**config.mk**
```make
export PLATFORM = sky130hd
export DESIGN_NAME = gpio_mux_port
export DESIGN_NICKNAME = d
export VERILOG_FILES = /design/src/rtl/gpio_mux_pkg.sv /design/src/rtl/gpio_in_sync.sv /design/src/rtl/gpio_mux_regs.sv /design/src/rtl/gpio_pin_sel.sv /design/src/rtl/gpio_mux_port.sv
export SDC_FILE = /design/constraint.sdc
export NUM_CORES = 1
export LEC_CHECK = 0
export ABC_AREA = 1
export BUFFER_PORTS_ARGS = -buffer_cell sky130_fd_sc_hd__buf_4
export CAP_MARGIN = 20
export CORE_MARGIN = 2
export CORE_UTILIZATION = 52
export DETAILED_ROUTE_END_ITERATION = 10
export GPL_TIMING_DRIVEN = 1
export PLACE_DENSITY = 0.82
export SYNTH_ARGS = -nofsm -noshare
export SYNTH_HDL_FRONTEND = slang
export SYNTH_SLANG_ARGS = --single-unit
```
**constraint.sdc**
```tcl
create_clock -name clk -period 2.7 [get_ports clk]
set_input_delay 0.81 -clock clk [delete_from_list [all_inputs] [get_ports clk]]
set_output_delay 0.81 -clock clk [all_outputs]
set_load 0.02 [all_outputs]
```
**src/rtl/gpio_mux_pkg.sv**
```systemverilog
package gpio_mux_pkg;
  localparam int ADDR_W = 4;

  typedef enum logic [ADDR_W-1:0] {
    RA_DATA   = 4'd0,
    RA_DSET   = 4'd1,
    RA_DCLR   = 4'd2,
    RA_DIR    = 4'd3,
    RA_DIRSET = 4'd4,
    RA_DIRCLR = 4'd5,
    RA_INEN   = 4'd6,
    RA_FEN    = 4'd7,
    RA_FSEL   = 4'd8
  } reg_addr_t;

  localparam logic [ADDR_W-1:0] LAST_ADDR = 4'd8;
endpackage

```
**src/rtl/gpio_in_sync.sv**
```systemverilog
module gpio_in_sync #(
  parameter int WIDTH  = 16,
  parameter int STAGES = 2
) (
  input  logic             clk,
  input  logic             rst_n,
  input  logic [WIDTH-1:0] d,
  output logic [WIDTH-1:0] q
);
  logic [WIDTH-1:0] stage_q [STAGES];

  always_ff @(posedge clk or negedge rst_n) begin
    if (!rst_n) begin
      for (int s = 0; s < STAGES; s++) stage_q[s] <= '0;
    end else begin
      stage_q[0] <= d;
      for (int s = 1; s < STAGES; s++) stage_q[s] <= stage_q[s-1];
    end
  end

  assign q = stage_q[STAGES-1];
endmodule

```
**src/rtl/gpio_mux_regs.sv**
```systemverilog
module gpio_mux_regs
  import gpio_mux_pkg::*;
#(
  parameter int NPIN = 16,
  parameter int SELW = 2,
  localparam int MUXW = NPIN * SELW
) (
  input  logic              clk,
  input  logic              rst_n,
  input  logic              wr,
  input  logic [ADDR_W-1:0] addr,
  input  logic [MUXW-1:0]   wdata,
  input  logic [NPIN-1:0]   in_sync,
  output logic [NPIN-1:0]   dout_q,
  output logic [NPIN-1:0]   dir_q,
  output logic [NPIN-1:0]   inen_q,
  output logic [NPIN-1:0]   fen_q,
  output logic [MUXW-1:0]   fsel_q,
  output logic [MUXW-1:0]   rdata
);
  function automatic logic [NPIN-1:0] set_bits(logic [NPIN-1:0] cur, logic [NPIN-1:0] m);
    return cur | m;
  endfunction

  function automatic logic [NPIN-1:0] clr_bits(logic [NPIN-1:0] cur, logic [NPIN-1:0] m);
    return cur & ~m;
  endfunction

  function automatic logic [NPIN-1:0] blend_read(logic [NPIN-1:0] pin_v, logic [NPIN-1:0] latch,
                                                 logic [NPIN-1:0] en);
    return (pin_v & en) | (latch & ~en);
  endfunction

  logic [NPIN-1:0] wmask;
  reg_addr_t       ra;

  assign wmask = wdata[NPIN-1:0];
  assign ra    = reg_addr_t'(addr);

  always_ff @(posedge clk or negedge rst_n) begin
    if (!rst_n) begin
      dout_q <= '0;
      dir_q  <= '0;
      inen_q <= '0;
      fen_q  <= '0;
      fsel_q <= '0;
    end else if (wr) begin
      case (ra)
        RA_DATA:   dout_q <= wmask;
        RA_DSET:   dout_q <= set_bits(dout_q, wmask);
        RA_DCLR:   dout_q <= clr_bits(dout_q, wmask);
        RA_DIR:    dir_q  <= wmask;
        RA_DIRSET: dir_q  <= set_bits(dir_q, wmask);
        RA_DIRCLR: dir_q  <= clr_bits(dir_q, wmask);
        RA_INEN:   inen_q <= wmask;
        RA_FEN:    fen_q  <= wmask;
        RA_FSEL:   fsel_q <= wdata;
        default:   ;
      endcase
    end
  end

  always_comb begin
    rdata = '0;
    case (ra)
      RA_DATA:                       rdata[NPIN-1:0] = blend_read(in_sync, dout_q, inen_q);
      RA_DSET, RA_DCLR:              rdata[NPIN-1:0] = dout_q;
      RA_DIR, RA_DIRSET, RA_DIRCLR:  rdata[NPIN-1:0] = dir_q;
      RA_INEN:                       rdata[NPIN-1:0] = inen_q;
      RA_FEN:                        rdata[NPIN-1:0] = fen_q;
      RA_FSEL:                       rdata           = fsel_q;
      default:                       rdata           = '0;
    endcase
  end
endmodule

```
**src/rtl/gpio_pin_sel.sv**
```systemverilog
module gpio_pin_sel #(
  parameter int NFUNC = 4,
  parameter int SELW  = 2
) (
  input  logic             fen,
  input  logic [SELW-1:0]  sel,
  input  logic             gpio_out,
  input  logic             gpio_oe,
  input  logic [NFUNC-1:0] fo,
  input  logic [NFUNC-1:0] foe,
  output logic             pad_out,
  output logic             pad_oe
);
  logic per_out, per_oe;

  always_comb begin
    per_out = 1'b0;
    per_oe  = 1'b0;
    for (int f = 0; f < NFUNC; f++) begin
      if (sel == SELW'(f)) begin
        per_out = fo[f];
        per_oe  = foe[f];
      end
    end
  end

  assign pad_out = fen ? per_out : gpio_out;
  assign pad_oe  = fen ? per_oe  : gpio_oe;
endmodule

```
**src/rtl/gpio_mux_port.sv**
```systemverilog
module gpio_mux_port
  import gpio_mux_pkg::*;
#(
  parameter int NPIN   = 16,
  parameter int NFUNC  = 4,
  parameter int STAGES = 2,
  localparam int SELW  = (NFUNC > 1) ? $clog2(NFUNC) : 1,
  localparam int MUXW  = NPIN * SELW,
  localparam int FW    = NPIN * NFUNC
) (
  input  logic              clk,
  input  logic              rst_n,
  input  logic              bus_wr,
  input  logic [ADDR_W-1:0] bus_addr,
  input  logic [MUXW-1:0]   bus_wdata,
  output logic [MUXW-1:0]   bus_rdata,
  input  logic [NPIN-1:0]   pad_in,
  output logic [NPIN-1:0]   pad_out,
  output logic [NPIN-1:0]   pad_oe,
  input  logic [FW-1:0]     fn_out,
  input  logic [FW-1:0]     fn_oe,
  output logic [NPIN-1:0]   sync_in
);
  logic [NPIN-1:0] dout_q, dir_q, inen_q, fen_q;
  logic [MUXW-1:0] fsel_q;

  gpio_in_sync #(.WIDTH(NPIN), .STAGES(STAGES)) u_sync (
    .clk(clk), .rst_n(rst_n), .d(pad_in), .q(sync_in)
  );

  gpio_mux_regs #(.NPIN(NPIN), .SELW(SELW)) u_regs (
    .clk(clk), .rst_n(rst_n), .wr(bus_wr), .addr(bus_addr), .wdata(bus_wdata),
    .in_sync(sync_in), .dout_q(dout_q), .dir_q(dir_q), .inen_q(inen_q),
    .fen_q(fen_q), .fsel_q(fsel_q), .rdata(bus_rdata)
  );

  for (genvar n = 0; n < NPIN; n++) begin : g_pin
    logic [NFUNC-1:0] fo_v, foe_v;
    for (genvar f = 0; f < NFUNC; f++) begin : g_fn
      assign fo_v[f]  = fn_out[f*NPIN+n];
      assign foe_v[f] = fn_oe[f*NPIN+n];
    end
    gpio_pin_sel #(.NFUNC(NFUNC), .SELW(SELW)) u_sel (
      .fen(fen_q[n]), .sel(fsel_q[n*SELW +: SELW]),
      .gpio_out(dout_q[n]), .gpio_oe(dir_q[n]),
      .fo(fo_v), .foe(foe_v),
      .pad_out(pad_out[n]), .pad_oe(pad_oe[n])
    );
  end
endmodule

```
* Yosys cells after proc, flatten, opt, wreduce, memory -nomap -nowiden
Cells that the tools add are included.
** Word-level totals
- Flip-flop bits (word level) :: 128
- Input bits :: 183
- Output and inout port bits :: 80
- Logic and storage cells :: 262
** Operators by class
- Equality and inequality tests :: 56
- Multiplexer cells :: 164
- Bitwise logic cells :: 9
- Reduce and logical (&&, ||, !) cells :: 26
** Operators by type and width (count)
- 2-to-1 mux 1 bit :: 160
- one-hot mux 16 bit (3 select lines) :: 2
- one-hot mux 16 bit (6 select lines) :: 1
- bitwise AND 16 bit :: 4
- == test 2 bit (second input constant) :: 32
- OR 16 bit :: 3
- == test 2 x 1 -> 1 bit (second input constant) :: 16
- logical NOT 2 bit :: 16
- NOT 16 bit :: 2
- == test 4 x 3 -> 1 bit (second input constant) :: 4
- 2-to-1 mux 16 bit :: 1
- AND reduction 2 bit :: 5
- == test 4 x 2 -> 1 bit (second input constant) :: 2
- nonzero test 3 bit :: 2
- == test 4 x 1 -> 1 bit (second input constant) :: 1
- == test 4 bit (second input constant) :: 1
- logical NOT 4 bit :: 1
- OR reduction 3 bit :: 1
- OR reduction 2 bit :: 1

* Longest topological paths before layout
- Depth after elaboration :: 6
- Gate-level depth with buffers :: 9
- Mapped depth without buffers :: 8

* Cells and area by module
From an unflattened synthesis, not the netlist that was laid out.
** Unflattened totals
- Cell total of the unflattened synthesis :: 1209
- Area total of the unflattened synthesis :: 7816.2 µm²
** By module, submodules not included
- gpio_mux_regs :: times used 1, cells each 809, area each 5454.0 µm², seq. area each 2402.3 µm²
- gpio_pin_sel :: times used 16, cells each 22, area each 90.1 µm², seq. area each 0.0 µm²
- gpio_in_sync :: times used 1, cells each 48, area each 920.9 µm², seq. area each 800.8 µm²

* Worst setup path after synthesis
OpenSTA, ideal clock, no wires.
- Path type :: input port to output port
- Start :: input bus_addr[1]
- End :: output bus_rdata[10]
- Data arrival time :: 1.797 ns
- Required time :: 1.890 ns
- Slack :: 0.093 ns
- Cell stages on the path :: 8
- Path buffers :: 1
- Cell sequence :: inv_2 -> nand2_1 -> nor2_2 -> buf_2 -> nand2_1 -> nand2_1 -> nor2_1 -> nand2_1
** Between the ends
- Word-level cells in the longest chain between the ends :: 3
- Elaborated cells on any way between the ends :: 12
- Those cells by class :: eq/ne: 8; mux: 1; reduce/logical: 3
** RTL lines
- start, declared :: RTL line gpio_mux_port.sv:14 : input logic [ADDR_W-1:0] bus_addr,
- == test 4 x 2 -> 1 bit (tied with other cells) :: RTL line gpio_mux_regs.sv:65 : case (ra)
- OR reduction 3 bit or OR reduction 2 bit (tied branches) :: RTL line gpio_mux_regs.sv:65
- one-hot mux 16 bit (6 select lines) * :: RTL line gpio_mux_regs.sv:65
- end, declared :: RTL line gpio_mux_port.sv:16 : output logic [MUXW-1:0] bus_rdata,
Mark *: on every way between the ends. The rest lies on a longest branch, timed or not.

* Worst setup path after layout
- Start :: input bus_addr[2]
- End :: output bus_rdata[8]
Same word-level chain as after synthesis.

==> flow_summary_export.csv <==
group,metric,value,unit
run_status,status,"finished, final reports clean",
synth,synth_area_leaders,"dfrtp_1, nand2_1, nand3_1, inv_1, nand4_1",
final_layout,final_cell_area,10700,um^2
cts,cts_made_buffers,17,
critical_path,cp_num_buf_inv,4,
power,p_int,4.53,mW
global_routing,grt_pass1_vias,8503,
critical_path,path_cells,"buf_4, nor2_4, nand2_2, nand2_4, buf_12, nand2_1, nand2_1, inv_1, nand2_1, buf_4",
sta,fin_crit,2670,ps
final_layout,fin_util,71.4,%
synth,synth_xor_area_share,0,%
critical_path,cpPeakStageDelay,150,ps
cts,worstSkewPairLatency,430,ps
final_layout,nNetsFinal,1614,
synth,netlist_instances,1191,
synth,netlist.area_leader.share,40.5,%
global_routing,grt_max_degree,60,
detailed_routing,drc,0,
final_layout,synthToLayoutAreaGrowth,35.7,%
critical_path,setup.worst_path.end_class,"output port",
critical_path,worstPathArrival,1860,ps
synth,synthesis.area,7910,um^2
synth,synthMuxAreaShare,0,%
sta,rsz0062_at_grt,"yes",
synth,ys_seq_area_share,40.5,%
synth,synth_compound_area_share,4.05,%
power,power.density,658,nW/um^2
power,switchingPower,2.54,mW
power,seqPwrFrac,37.8,%
critical_path,crit_family,"simple AND/OR/NAND/NOR gates",
cts,clock_sinks,128,
hold_path,min_path_type,"in -> async",
final_layout,drive_gt1_share,25.1,%
power,power,7.06,mW
detailed_routing,wl_per_cell,15.8,um
detailed_routing,via_count,8830,
detailed_routing,viasPerCell,5.41,
critical_path,worstSetupStartpointType,"input pin",
critical_path,critPathSlowestCell,"buf_4",
floorplanning,core-area,15000,um^2
final_layout,seq_area,3200,um^2
synth,synth_common_cells,"nand2_1, nand3_1, inv_1, dfrtp_1, nand4_1",
floorplanning,start_util,52.6,%
floorplanning,die_h,127,um
synth,yosys.area_share.simple,42.2,%
cts,clkTransAtPathRegs,50,ps
synth,ys_seq_elements,128,
sta,relSlewSlack,44.6,%
floorplanning,die_w,127,um
synth,synth-edff-count,0,
place,gp_congestion,0.905,
synth,synthAdderAreaFrac,0,%
power,pwr-share-clk,32.0,%
final_layout,multiInputGateArea,3700,um^2
sta,worstMarginPinSlew,830,ps
detailed_routing,drt-initial-drc-count,732,
sta,whs,347,ps
cts,holdBufCountCts,0,
floorplanning,num_rows,45,
global_routing,grt_pass1_wl,40.1,mm
power,p_comb_share,30.2,%
cts,ctsHtreeMaxLevel,4,
sta,period_share,99.0,%
final_layout,diodes,0,
sta,fmax,0.374,GHz
critical_path,required,1890,ps
synth,async_reset_ff_share,100,%
cts,cts_buffer_depth,2,
place,place_area,10000,um^2
cts,cts_tree,"built",
sta,clock_skew,2.42,ps
place,dp_hpwl,18.3,mm
power,p_sw_share,35.9,%
synth,synth_top_flop_cell,"dfrtp_1",
power,leakage,5.90,nW
synth,syn-num-nets,1374,
synth,yosysTopAreaCell,"dfrtp_1",
synth,yosys_warnings,0,
sta,hold_violations,0,
job,drv_cap,0,
cts,root_buffer,"clkbuf_16",
sta,slew_viol_final,0,
global_routing,antenna_found_initial,0,
global_routing,grt_util_all_layers,31.3,%
floorplanning,num_io_pins,263,
synth,synth_top_family_by_area,"simple AND/OR/NAND/NOR gates",
detailed_routing,dr.pass1.iters,5,
place,portBuffers,262,
detailed_routing,drtAntennaViolNets,0,
critical_path,path_max_fanout,14,
critical_path,crit_top_cell,"nand2_1",
final_layout,fill_cells,1203,
global_routing,grt_overflow,0,
synth,ys_types,16,
power,ir_worst_vdd,0.000487,V
critical_path,path_class,"in -> out",
synth,syn_avg_cell_area,6.64,um^2
synth,yosysMostFrequentCell,"nand2_1",
detailed_routing,drt-total-wl,25.8,mm
sta,setup_violations,0,
floorplanning,die-area,16200,um^2
## worst reg2reg max path, delay by kind of cell (launching register included)
kind                   cells  cell delay, ps
AOI/OAI and AO/OA          1             230
buffers and inverters      1             140
DFF                        1             450
## power by group through the flow
stage               combinational [mW]  sequential, mW  clock (mW)
detailed placement                2.08            2.68           0
floorplan                         1.45            2.55           0
finish                            2.13            2.67        2.26
global placement                  2.03            2.67           0
global route                      2.37            2.71        2.36
CTS                               2.10            2.65        2.27
## worst paths after layout
path                                    start                 to  slack (ps)  depth (start not counted)
setup / recovery                  bus_addr[2]       bus_rdata[8]          30                         10
hold / removal                          rst_n  u_regs.fsel_q[30]         350                          1
setup reg to reg             u_regs.fsel_q[5]   u_regs.fsel_q[5]        1790                          2
hold reg to reg            u_sync.stage_q[27]       u_sync.q[11]         350                          0
max in group asynchronous               rst_n    u_regs.dir_q[4]        1670                          2
min in group clk           u_sync.stage_q[27]       u_sync.q[11]         350                          0
## sequential cells by signal (all words and copies together), names as in the netlist
| name | count |
|---|---|
| u_regs.dir_q | 16 |
| u_regs.dout_q | 16 |
| u_regs.fen_q | 16 |
| u_regs.fsel_q | 32 |
| u_regs.inen_q | 16 |
| u_sync.q | 16 |
| u_sync.stage_q | 16 |
## repair_timing
item	CTS	global route
cloned	0	2
buffers inserted	0	2
gates resized for setup	3	15
endpoints found under the setup margin	1	16
pin swaps	0	1
## logic make-up after synthesis
logic type / after synthesis
AND/OR/NAND/NOR: 775
buffers and inverters: 224
flip-flops: 128
AO/OA/AOI/OAI: 64
## cells in the final DEF, fill, tap and decap left out, drive strengths merged
| cell | n |
|---|---|
| nand4 | 64 |
| clkbuf | 20 |
| clkinvlp | 4 |
| nor2 | 43 |
| clkinv | 6 |
| o21ai | 64 |
| nand3 | 177 |
| inv | 136 |
| bufinv | 2 |
| dfrtp | 128 |
| buf | 308 |
| nand2 | 491 |
## stage by stage
| stage | setup WS, ps | setup TNS (ps) | instances |
|---|---|---|---|
| 2_1_floorplan | 93.0 | 0 | 1191 |
| 3_3_place_gp | 63.6 | 0 | 1596 |
| 3_5_place_dp | 32.7 | 0 | 1596 |
| 4_1_cts | 12.0 | 0 | 1627 |
| 5_1_grt | -20.9 | -52.6 | 1631 |
| 6_report | 27.2 | 0 | 1631 |
## layer usage
metal	up-vias	track usage (%)	routed length (um)
met4	0	11.6	828
met3	88	8.17	2530
met2	492	52.9	12300
met1	4010	38.6	10100
met5	-	0	0
li1	4240	-	-
## area by class of cell
type / count / share of cell area (%)
multi-input cells: 839 / 34.4
flip-flops and latches: 128 / 29.8
repair buffers: 310 / 23.4
inverters: 135 / 4.75
clock buffers: 18 / 4.09
well taps: 188 / 2.19
clock inverters: 13 / 1.31
Note: power is estimated with default switching activity, not from simulation.
